==> config.mk <==
export PLATFORM = sky130hd
export DESIGN_NAME = seg_xlate
export DESIGN_NICKNAME = d
export VERILOG_FILES = /design/src/rtl/seg_pkg.sv /design/src/rtl/seg_table.sv /design/src/rtl/seg_check.sv /design/src/rtl/seg_rsp_stage.sv /design/src/rtl/seg_xlate.sv
export SDC_FILE = /design/constraint.sdc
export NUM_CORES = 1
export LEC_CHECK = 0
export BUFFER_PORTS_ARGS = -buffer_cell sky130_fd_sc_hd__buf_2
export CORE_MARGIN = 4
export CORE_UTILIZATION = 54
export CTS_CLUSTER_DIAMETER = 120
export CTS_CLUSTER_SIZE = 14
export DETAILED_ROUTE_END_ITERATION = 8
export PLACE_DENSITY = 0.69
export SETUP_SLACK_MARGIN = 0.4
export SLEW_MARGIN = 10
export SYNTH_ARGS = -nofsm -noshare
export SYNTH_HDL_FRONTEND = slang
export SYNTH_SLANG_ARGS = --single-unit
==> constraint.sdc <==
create_clock -name clk -period 6.25 [get_ports clk]
set_input_delay 1.25 -clock clk [delete_from_list [all_inputs] [get_ports clk]]
set_output_delay 1.25 -clock clk [all_outputs]
set_load 0.1 [all_outputs]
==> src/rtl/seg_pkg.sv <==
package seg_pkg;
  localparam int SEG_W = 3;
  localparam int OFF_W = 12;
  localparam int PA_W  = 16;

  typedef enum logic [1:0] {
    ACC_RD  = 2'b00,
    ACC_WR  = 2'b01,
    ACC_EX  = 2'b10,
    ACC_RSV = 2'b11
  } acc_e;

  typedef enum logic [1:0] {
    CAUSE_RANGE = 2'b00,
    CAUSE_INVAL = 2'b01,
    CAUSE_LIMIT = 2'b10,
    CAUSE_PERM  = 2'b11
  } cause_e;

  typedef struct packed {
    logic [PA_W-1:0]  base;
    logic [OFF_W:0]   limit;
    logic             ok;
    logic [2:0]       perm;
  } seg_ent_t;
endpackage

==> src/rtl/seg_table.sv <==
module seg_table
  import seg_pkg::*;
#(
  parameter int SW = SEG_W
) (
  input  logic          clk,
  input  logic          rst,
  input  logic          wr_en,
  input  logic          wr_sel,
  input  logic [SW-1:0] wr_idx,
  input  seg_ent_t      wr_ent,
  input  logic [SW:0]   wr_len,
  input  logic [SW-1:0] rd_idx,
  output seg_ent_t      rd_ent,
  output logic [SW:0]   len_q
);
  localparam int NSEG = 1 << SW;

  seg_ent_t ent_q [NSEG];

  for (genvar i = 0; i < NSEG; i++) begin : g_ent
    always_ff @(posedge clk) begin
      if (rst) begin
        ent_q[i] <= '0;
      end else if (wr_en && !wr_sel && (wr_idx == SW'(i))) begin
        ent_q[i] <= wr_ent;
      end
    end
  end

  always_ff @(posedge clk) begin
    if (rst)                 len_q <= '0;
    else if (wr_en && wr_sel) len_q <= wr_len;
  end

  assign rd_ent = ent_q[rd_idx];

  // a length write is visible at the next cycle
  a_r9_len_write: assert property (@(posedge clk) disable iff (rst)
    (wr_en && wr_sel) |=> (len_q == $past(wr_len)));
endmodule

==> src/rtl/seg_check.sv <==
module seg_check
  import seg_pkg::*;
#(
  parameter int SW = SEG_W,
  parameter int OW = OFF_W,
  parameter int PW = PA_W
) (
  input  logic [SW-1:0] seg,
  input  logic [OW-1:0] off,
  input  logic [1:0]    acc,
  input  logic [SW:0]   len,
  input  seg_ent_t      ent,
  output logic          fault,
  output logic [1:0]    cause,
  output logic [PW-1:0] paddr
);
  logic bad_range, bad_inval, bad_limit, bad_perm, allow;

  always_comb begin
    unique case (acc_e'(acc))
      ACC_RD:  allow = ent.perm[0];
      ACC_WR:  allow = ent.perm[1];
      ACC_EX:  allow = ent.perm[2];
      default: allow = 1'b0;
    endcase
  end

  assign bad_range = ({1'b0, seg} >= len);
  assign bad_inval = !ent.ok;
  assign bad_limit = ({1'b0, off} >= ent.limit);
  assign bad_perm  = !allow;

  always_comb begin
    fault = 1'b1;
    paddr = '0;
    if (bad_range)      cause = CAUSE_RANGE;
    else if (bad_inval) cause = CAUSE_INVAL;
    else if (bad_limit) cause = CAUSE_LIMIT;
    else if (bad_perm)  cause = CAUSE_PERM;
    else begin
      cause = CAUSE_RANGE;
      fault = 1'b0;
      paddr = ent.base + PW'(off);
    end
  end

  // a passing translation always lies inside the segment
  always_comb begin
    if (!fault) a_r6_in_limit: assert ({1'b0, off} < ent.limit);
  end
endmodule

==> src/rtl/seg_rsp_stage.sv <==
module seg_rsp_stage #(
  parameter int PW = 16
) (
  input  logic          clk,
  input  logic          rst,
  input  logic          req_valid,
  output logic          req_ready,
  input  logic          in_fault,
  input  logic [1:0]    in_cause,
  input  logic [PW-1:0] in_paddr,
  output logic          rsp_valid,
  input  logic          rsp_ready,
  output logic          rsp_fault,
  output logic [1:0]    rsp_cause,
  output logic [PW-1:0] rsp_paddr
);
  logic take;

  assign req_ready = !rsp_valid || rsp_ready;
  assign take      = req_valid && req_ready;

  always_ff @(posedge clk) begin
    if (rst) begin
      rsp_valid <= 1'b0;
      rsp_fault <= 1'b0;
      rsp_cause <= '0;
      rsp_paddr <= '0;
    end else if (take) begin
      rsp_valid <= 1'b1;
      rsp_fault <= in_fault;
      rsp_cause <= in_cause;
      rsp_paddr <= in_paddr;
    end else if (rsp_ready) begin
      rsp_valid <= 1'b0;
    end
  end

  // one-cycle latency
  a_r2_latency: assert property (@(posedge clk) disable iff (rst)
    (req_valid && req_ready) |=> rsp_valid);
  // stalled answer is frozen
  a_r3_hold: assert property (@(posedge clk) disable iff (rst)
    (rsp_valid && !rsp_ready) |=> (rsp_valid && $stable(rsp_fault)
      && $stable(rsp_cause) && $stable(rsp_paddr)));
  // faults carry a zero address
  a_r8_zero_addr: assert property (@(posedge clk) disable iff (rst)
    (rsp_valid && rsp_fault) |-> (rsp_paddr == '0));
endmodule

==> src/rtl/seg_xlate.sv <==
module seg_xlate
  import seg_pkg::*;
#(
  parameter int SW = SEG_W,
  parameter int OW = OFF_W,
  parameter int PW = PA_W
) (
  input  logic          clk,
  input  logic          rst,
  input  logic          req_valid,
  output logic          req_ready,
  input  logic [SW-1:0] req_seg,
  input  logic [OW-1:0] req_off,
  input  logic [1:0]    req_acc,
  output logic          rsp_valid,
  input  logic          rsp_ready,
  output logic          rsp_fault,
  output logic [1:0]    rsp_cause,
  output logic [PW-1:0] rsp_paddr,
  input  logic          wr_en,
  input  logic          wr_sel,
  input  logic [SW-1:0] wr_idx,
  input  logic [PW-1:0] wr_base,
  input  logic [OW:0]   wr_limit,
  input  logic          wr_ok,
  input  logic [2:0]    wr_perm,
  input  logic [SW:0]   wr_len
);
  seg_ent_t        wr_ent, rd_ent;
  logic [SW:0]     tbl_len;
  logic            c_fault;
  logic [1:0]      c_cause;
  logic [PW-1:0]   c_paddr;

  assign wr_ent = '{base: wr_base, limit: wr_limit, ok: wr_ok, perm: wr_perm};

  seg_table #(.SW(SW)) u_tbl (
    .clk(clk), .rst(rst),
    .wr_en(wr_en), .wr_sel(wr_sel), .wr_idx(wr_idx),
    .wr_ent(wr_ent), .wr_len(wr_len),
    .rd_idx(req_seg), .rd_ent(rd_ent), .len_q(tbl_len)
  );

  seg_check #(.SW(SW), .OW(OW), .PW(PW)) u_chk (
    .seg(req_seg), .off(req_off), .acc(req_acc),
    .len(tbl_len), .ent(rd_ent),
    .fault(c_fault), .cause(c_cause), .paddr(c_paddr)
  );

  seg_rsp_stage #(.PW(PW)) u_rsp (
    .clk(clk), .rst(rst),
    .req_valid(req_valid), .req_ready(req_ready),
    .in_fault(c_fault), .in_cause(c_cause), .in_paddr(c_paddr),
    .rsp_valid(rsp_valid), .rsp_ready(rsp_ready),
    .rsp_fault(rsp_fault), .rsp_cause(rsp_cause), .rsp_paddr(rsp_paddr)
  );

  // an out-of-range segment number always reports cause 00
  a_r4_range_first: assert property (@(posedge clk) disable iff (rst)
    (req_valid && req_ready && ({1'b0, req_seg} >= tbl_len))
      |=> (rsp_fault && rsp_cause == 2'b00));
endmodule

==> summary.md, run 1 <==
| Metric | Value |
|---|---|
| Status | `complete, no violations` |
| Postcts setup bufs | `0` |
| Antenna-violating nets left | `0` |
| Final Worst Setup Slack | `~2 ns` |
| Rel. slew slack | `0.425` |
| Fraction of the mapped netlist area in compound gates | `0.0388` |
| Avg Inst Size Synth | `between 10 and 15 um2` |
| Initial antenna violation count | `5` |
| DRC errors left | `0` |
| Total track usage | `0.235` |
| DPL Wire Length | `between 15 and 20 mm` |
| Post-synthesis mux area share | `0.135` |
| Vias in the first global route | `8,220` |
| Final net count | `1,109` |
| Place WS | `~1.4 ns` |
| Die ar. | `28,000 um2` |
| Arr. time, crit path | `between 4 and 5 ns` |
| GP Congestion | `0.853` |
| Layout cells sized above 1 | `0.231` |
| Hold-fix buffers, CTS | `0` |
| Reg clk slew, reported paths | `~0.060 ns` |
| Num rows | `between 50 and 60` |
| Synth Area in Adders | `0.0261` |
| Top FF cell, synth | `edfxtp_1` |
| Critical R2R Launch | `u_tbl.ent_q[3][17]` |
| Max capacitance violation total | `0` |
| Max stage delay on crit path | `between 0.5 and 0.6 ns` |
| Most frequent CP cell | `buf_4` |
| Port bufs | `83` |
| Final Hold Fails | `0` |
| Hold EP | `u_rsp.rsp_paddr[7]` |
| Slew @ Worst Pin | `0.861 ns` |
| Slew Viols, Final | `0` |
| Largest net degree at the start of global routing | `34` |
| Worst R2R Path Depth | `10` |
| Worst-Skew Late Latency | `approximately 0.53 ns` |
| Total power | `between 4 and 5 mW` |
| Gate Count Post-Synth | `932` |
| Seq/Total Area, Yosys | `0.614` |
| Routed wire length | `~33 mm` |
| Largest family of logic cells by synthesized area | `simple AND/OR/NAND/NOR gates` |
| Area delta synth->final | `11.9%` |
| Post-synth net total | `1,023` |
| Leak pwr | `about 5.6 nW` |
| Hold Path Class | `register to register` |
| Simple-gate share of the synthesized area | `0.158` |
| Die Width | `about 170 um` |
| Fin crit share | `0.682` |
| Core Region | `25,000 um2` |
| Fmax | `about 0.23 GHz` |
| Netlist cell types | `between 60 and 70` |
| CTS root buf | `clkbuf_16` |
| Skew final | `between 0.01 and 0.015 ns` |
| Setup crit end kind | `register` |
| IO Pins | `84` |
| R2r setup slk | `between 2 and 3 ns` |
| Worst vdd ir | `183 uV` |
| Synth warnings | `0` |
| Crit path time final | `between 4 and 5 ns` |
| Maximum fanout along the worst path | `25` |
| Worst Path Buf+Inv | `2` |
| # resized after CTS | `0` |
| Hold Crit Depth | `2` |
| CP startpoint kind | `input port` |
| Number of vias per cell | `5.87` |
| Routed len/inst | `between 20 and 25 um` |
| Xor/xnor share of the synthesized area | `0.00640` |
| Vias after detailed routing | `about 8,000` |
| Initial Util | `0.547` |
| Fraction of registers with async set/reset | `0` |
| Slowest CP cell | `mux4_2` |
| Post-synth EDFFs | `264` |
| CTS tree | `yes` |
| Sink Count | `288` |
| CTS Buf Count | `24` |
| Grt total ovfl | `0` |
| #FFs+latches synth | `288` |
| Worst-path cell chain | `buf_4 -> buf_4 -> mux4_2 -> mux2_2 -> ha_1 -> and2_1 -> a22o_1 -> a311o_1 -> a211oi_1 -> a221o_1 -> o31ai_2` |
| Hold path startpoint | `u_rsp.rsp_paddr[7]` |
| DR iter-0 viols | `717` |
| Longest Clk Path Bufs | `3` |
| Most frequent cells in the layout | `265 x and2_1, 264 x edfxtp_1, 82 x buf_2` |
| First-pass DRT Iterations | `5` |
| Worst EP required | `approximately 6.7 ns` |
| FF-to-FF End | `u_rsp.rsp_paddr[14]` |
| Pwr dens | `between 200 and 300 nW/um2` |
| CP Class | `input port to register` |
| First-pass GRT wire length | `a little over 50 mm` |
| Die Y | `167 um` |
| Endpoints failing setup | `0` |
| RSZ-0062 raised after global routing | `false` |
| Final TNS setup | `0 ns` |
| H-tree Lvls | `1` |
| Largest delay share family, worst path | `compound AO/OA/AOI/OAI gates` |
| Mapped cell area | `13,700 um2` |
| Commonest non-fill, non-tap cell in the layout | `and2_1` |
-- flip-flops by register name (all words and copies together), names as in the netlist --
register,flops
u_rsp.rsp_cause,2
u_rsp.rsp_valid,1
u_tbl.ent_q,264
u_rsp.rsp_paddr,16
u_rsp.rsp_fault,1
u_tbl.len_q,4
-- stage by stage --
| stage | instances | utilization | hold WS (ns) | area, um2 |
|---|---|---|---|---|
| 6_report | 1367 | 0.612 | 0.448 | 15300 |
| 5_1_grt | 1366 | 0.612 | 0.468 | 15300 |
| 4_1_cts | 1366 | 0.612 | 0.450 | 15300 |
| 3_5_place_dp | 1322 | 0.584 | 0.441 | 14600 |
| 3_3_place_gp | 1322 | 0.584 | 0.436 | 14600 |
| 2_1_floorplan | 932 | - | 0.436 | 13700 |
-- per-layer routing --
layer | GRT usage | vias to the layer above | wire (um)
li1 | - | 3663 | -
met1 | 0.335 | 4047 | 14200
met2 | 0.381 | 256 | 15400
met3 | 0.0437 | 56 | 2280
met4 | 0.0582 | 8 | 712
met5 | 0 | - | 60
-- how the worst max path moves through the flow --
stage                     from                  end  slack, ns  cells after the start
finish              req_seg[0]  u_rsp.rsp_paddr[14]       1.99                     11
global route        req_seg[0]  u_rsp.rsp_paddr[14]       1.71                     11
CTS                 req_seg[0]  u_rsp.rsp_paddr[14]       1.97                     11
detailed placement  req_seg[0]  u_rsp.rsp_paddr[14]       1.43                     11
global placement    req_seg[0]  u_rsp.rsp_paddr[15]       1.50                     11
floorplan               wr_sel    u_tbl.ent_q[0][0]       1.66                      3
-- Yosys cell counts, types with 2 or more instances --
master,instances,area (um2)
o211ai_1,2,15.0
ha_1,27,338
o21bai_1,2,15.0
a31oi_1,3,18.8
mux2i_1,18,180
xor2_1,3,26.3
buf_2,9,45.0
buf_6,4,45.0
clkbuf_1,38,143
mux4_1,5,131
nand4_1,14,87.6
mux2_2,15,169
inv_1,9,33.8
or3_1,2,12.5
nor4_1,3,18.8
a22o_1,2,17.5
and2_1,265,1660
and3_1,4,25.0
dfxtp_1,24,480
nand3_1,12,60.1
edfxtp_1,264,7930
a211oi_1,4,30.0
nor2_1,14,52.6
o41ai_1,2,17.5
nor2b_1,2,12.5
a21oi_1,27,135
nor3_1,8,40.0
xnor2_1,7,61.3
nand2_1,30,113
a21o_1,2,15.0
nand2b_1,7,43.8
o21ai_0,15,75.1
o2111ai_1,2,17.5
mux4_2,59,1330
-- kinds of logic (layout without fill, tap and decap cells) --
kind of cell,Yosys count,count (layout)
adder cells (fa/ha/maj),28,28
multiplexers,99,99
XOR/XNOR,10,10
AO/OA/AOI/OAI,79,79
flip-flops,288,288
AND/OR/NAND/NOR,366,366
other,0,1
buffers and inverters,62,166
-- power breakdown --
group	leakage, nW	internal [mW]	total (mW)	switching [mW]
sequential	2.72	2.21	2.24	0.0299
combinational	2.51	0.206	0.519	0.313
clock	0.333	0.748	1.41	0.658
total	5.56	3.16	4.16	1.00
-- worst register-to-register path: cells and delay by family (launching register included) --
family / cells / cell delay, ns
flops: 1 / 0.38
fa+ha+maj: 2 / 0.63
mux: 2 / 0.74
compound gates: 6 / 1.51
-- final cells by class --
class / instances / area, um2
clock inverters: 1 / 8.76
inverters: 10 / 51.3
clock buffers: 43 / 693
multi-input cells: 582 / 5110
repair buffers: 112 / 636
flip-flops and latches: 288 / 8410
well taps: 330 / 413
diodes: 1 / 2.50
fillers: 1877 / 9710
Power figures use the tool's default switching activity.
==> run 2: changes to the inputs <==
--- a/config.mk
+++ b/config.mk
@@ -11,7 +11,7 @@
 export CTS_CLUSTER_DIAMETER = 120
 export CTS_CLUSTER_SIZE = 14
 export DETAILED_ROUTE_END_ITERATION = 8
-export PLACE_DENSITY = 0.69
+export PLACE_DENSITY = 0.72
 export SETUP_SLACK_MARGIN = 0.4
 export SLEW_MARGIN = 10
 export SYNTH_ARGS = -nofsm -noshare
==> constraint.sdc (replaced) <==
create_clock -name clk -period 3.7 [get_ports clk]
set_input_delay 0.74 -clock clk [delete_from_list [all_inputs] [get_ports clk]]
set_output_delay 0.74 -clock clk [all_outputs]
set_load 0.1 [all_outputs]
==> run 2 against run 1 <==
Compared with the run above: core utilization rose by 1.8 points; sequential share of layout area fell by 1.6 points; non-clock buffer count rose by 31; largest cell class unchanged; via count rose by 1.9%; worst setup slack got worse by 1.4 ns; die area did not move; clock skew rose by 0.0057 ns; clock-buffer cell count fell by 1; sequential cell count did not move; global-route usage rose by 0.35 points; critical path type unchanged; final cell count rose by 2.1%; total power rose by 71%.
==> summary.md, run 2 (synthesis results as in run 1) <==
| Metric | Value |
|---|---|
| Grt total ovfl | `0` |
| Status | `complete, no violations` |
| Hold Crit Depth | `2` |
| DPL Wire Length | `between 20 and 25 mm` |
| CP startpoint kind | `input port` |
| CTS tree | `yes` |
| Vias after detailed routing | `around 8,200` |
| Initial Util | `0.547` |
| Max reg flops | `264` |
| DP Area | `between 15,000 and 20,000 um2` |
| Layout cells sized above 1 | `0.260` |
| Slew Viols, Final | `0` |
| Die Y | `roughly 170 um` |
| Sink Count | `approximately 290` |
| Area delta synth->final | `15.2%` |
| Leak pwr | `roughly 5.8 nW` |
| First-pass GRT wire length | `50.7 mm` |
| Routed wire length | `approximately 34 mm` |
| Top reg by flops | `u_tbl.ent_q` |
| Endpoints failing setup | `0` |
| Biggest regs | `u_tbl.ent_q: 264 flops, u_rsp.rsp_paddr: 16 flops, u_tbl.len_q: 4 flops` |
| Total track usage | `0.239` |
| Port bufs | `83` |
| H-tree Lvls | `1` |
| Pwr dens | `between 400 and 500 nW/um2` |
| Num rows | `58` |
| Arr. time, crit path | `about 3.6 ns` |
| Maximum fanout along the worst path | `4` |
| Met1 Resource Use GR | `0.335` |
| Postcts setup bufs | `0` |
| First-pass DRT Iterations | `5` |
| Longest Clk Path Bufs | `3` |
| IO Pins | `between 80 and 90` |
| Hold-fix buffers, CTS | `0` |
| Critical R2R Launch | `u_tbl.ent_q[3][17]` |
| Fin area | `15,800 um2` |
| Setup crit end kind | `register` |
| Worst R2R Path Depth | `9` |
| CTS Buf Count | `24` |
| CP Class | `input port to register` |
| Largest net degree at the start of global routing | `just over 40` |
| Worst EP required | `between 4 and 5 ns` |
| Die ar. | `28,000 um2` |
| Rel. slew slack | `0.395` |
| Worst-Skew Late Latency | `0.52 ns` |
| # diodes | `0` |
| CTS root buf | `clkbuf_16` |
| Final net count | `between 1,000 and 1,500` |
| # resized after CTS | `0` |
| # fillers | `1,798` |
| M3 GR Usage | `0.0453` |
| Hold path startpoint | `u_rsp.rsp_paddr[7]` |
| Commonest non-fill, non-tap cell in the layout | `and2_1` |
| RSZ-0062 raised after global routing | `false` |
| Fmax | `~0.32 GHz` |
| Number of vias per cell | `5.86` |
| Slew @ Worst Pin | `approximately 0.90 ns` |
| Met2 Usage GRT | `0.390` |
| DRC errors left | `0` |
| Reg clk slew, reported paths | `around 0.07 ns` |
| Worst vdd ir | `317 uV` |
| Crit path launch | `req_seg[0]` |
| Die Width | `167 um` |
| Crit path time final | `~3.1 ns` |
| GP Congestion | `0.827` |
| Hold Path Class | `register to register` |
| Core Region | `~25,000 um2` |
| DR iter-0 viols | `between 700 and 800` |
| Max capacitance violation total | `0` |
| Skew final | `about 0.019 ns` |
| Final TNS setup | `0 ns` |
| Antenna-violating nets left | `0` |
| Fin crit share | `0.850` |
| Vias in the first global route | `between 8,000 and 9,000` |
| Routed len/inst | `approximately 24 um` |
| Most frequent cells in the layout | `265 x and2_1, 264 x edfxtp_1, 81 x buf_2` |
| Most used routing layer in global routing | `met2` |
| Initial antenna violation count | `4` |
| Final Hold Fails | `0` |
run 2: cell types whose count changed in the layout (fill, tap and decap cells not counted), sizes merged:
cell	change
diode	-1
clkbuf	+1
buf	+29
run 2: critical path, stage by stage:
cell and delay [ns]:
buf_4 0.14, mux4_2 0.52, mux2_4 0.31, ha_4 0.17, fa_2 0.40, a211oi_2 0.22, o21ai_1 0.14, a311o_1 0.41
a221o_1 0.36, o31ai_2 0.16
run 2: final timing paths:
check | to | slack, ns
worst max-delay path | u_rsp.rsp_paddr[14] | 0.55
worst min register to register | u_rsp.rsp_paddr[7] | 0.45
worst max register to register | u_rsp.rsp_paddr[14] | 0.59
worst min-delay path | u_rsp.rsp_paddr[7] | 0.45
run 2: per-layer routing:
metal	share of wire	wire length, um
met3	0.078	2630
met4	0.025	849
met1	0.41	13900
met2	0.48	16200
met5	0.0014	47
run 2: area by class of cell:
cell class                 instances  area (um2)  area share
sequential                       288        8410       0.533
multi-input combinational        582        5170       0.328
timing repair buffer             143        1030      0.0651
clock buffer                      42         689      0.0437
tap                              330         413      0.0262
inverter                          10        51.3     0.00325
clock inverter                     1        8.76    0.000555
run 2: power breakdown:
group | total [mW] | leakage (nW) | switching (mW) | internal [mW]
registers | 3.78 | 2.72 | 0.0514 | 3.73
clock network | 2.36 | 0.332 | 1.09 | 1.26
logic | 0.994 | 2.73 | 0.567 | 0.427
run 2: through the flow:
step | hold WS, ns | total power, mW | setup WS (ns) | util | cells
floorplan | 0.436 | 4.47 | -0.384 | - | 932
global placement | 0.437 | 4.81 | 0.0288 | 0.600 | 1352
detailed placement | 0.445 | 4.83 | -0.0487 | 0.600 | 1352
CTS | 0.453 | 7.15 | 0.476 | 0.628 | 1395
global route | 0.473 | 7.38 | 0.401 | 0.630 | 1396
finish | 0.451 | 7.13 | 0.555 | 0.630 | 1396
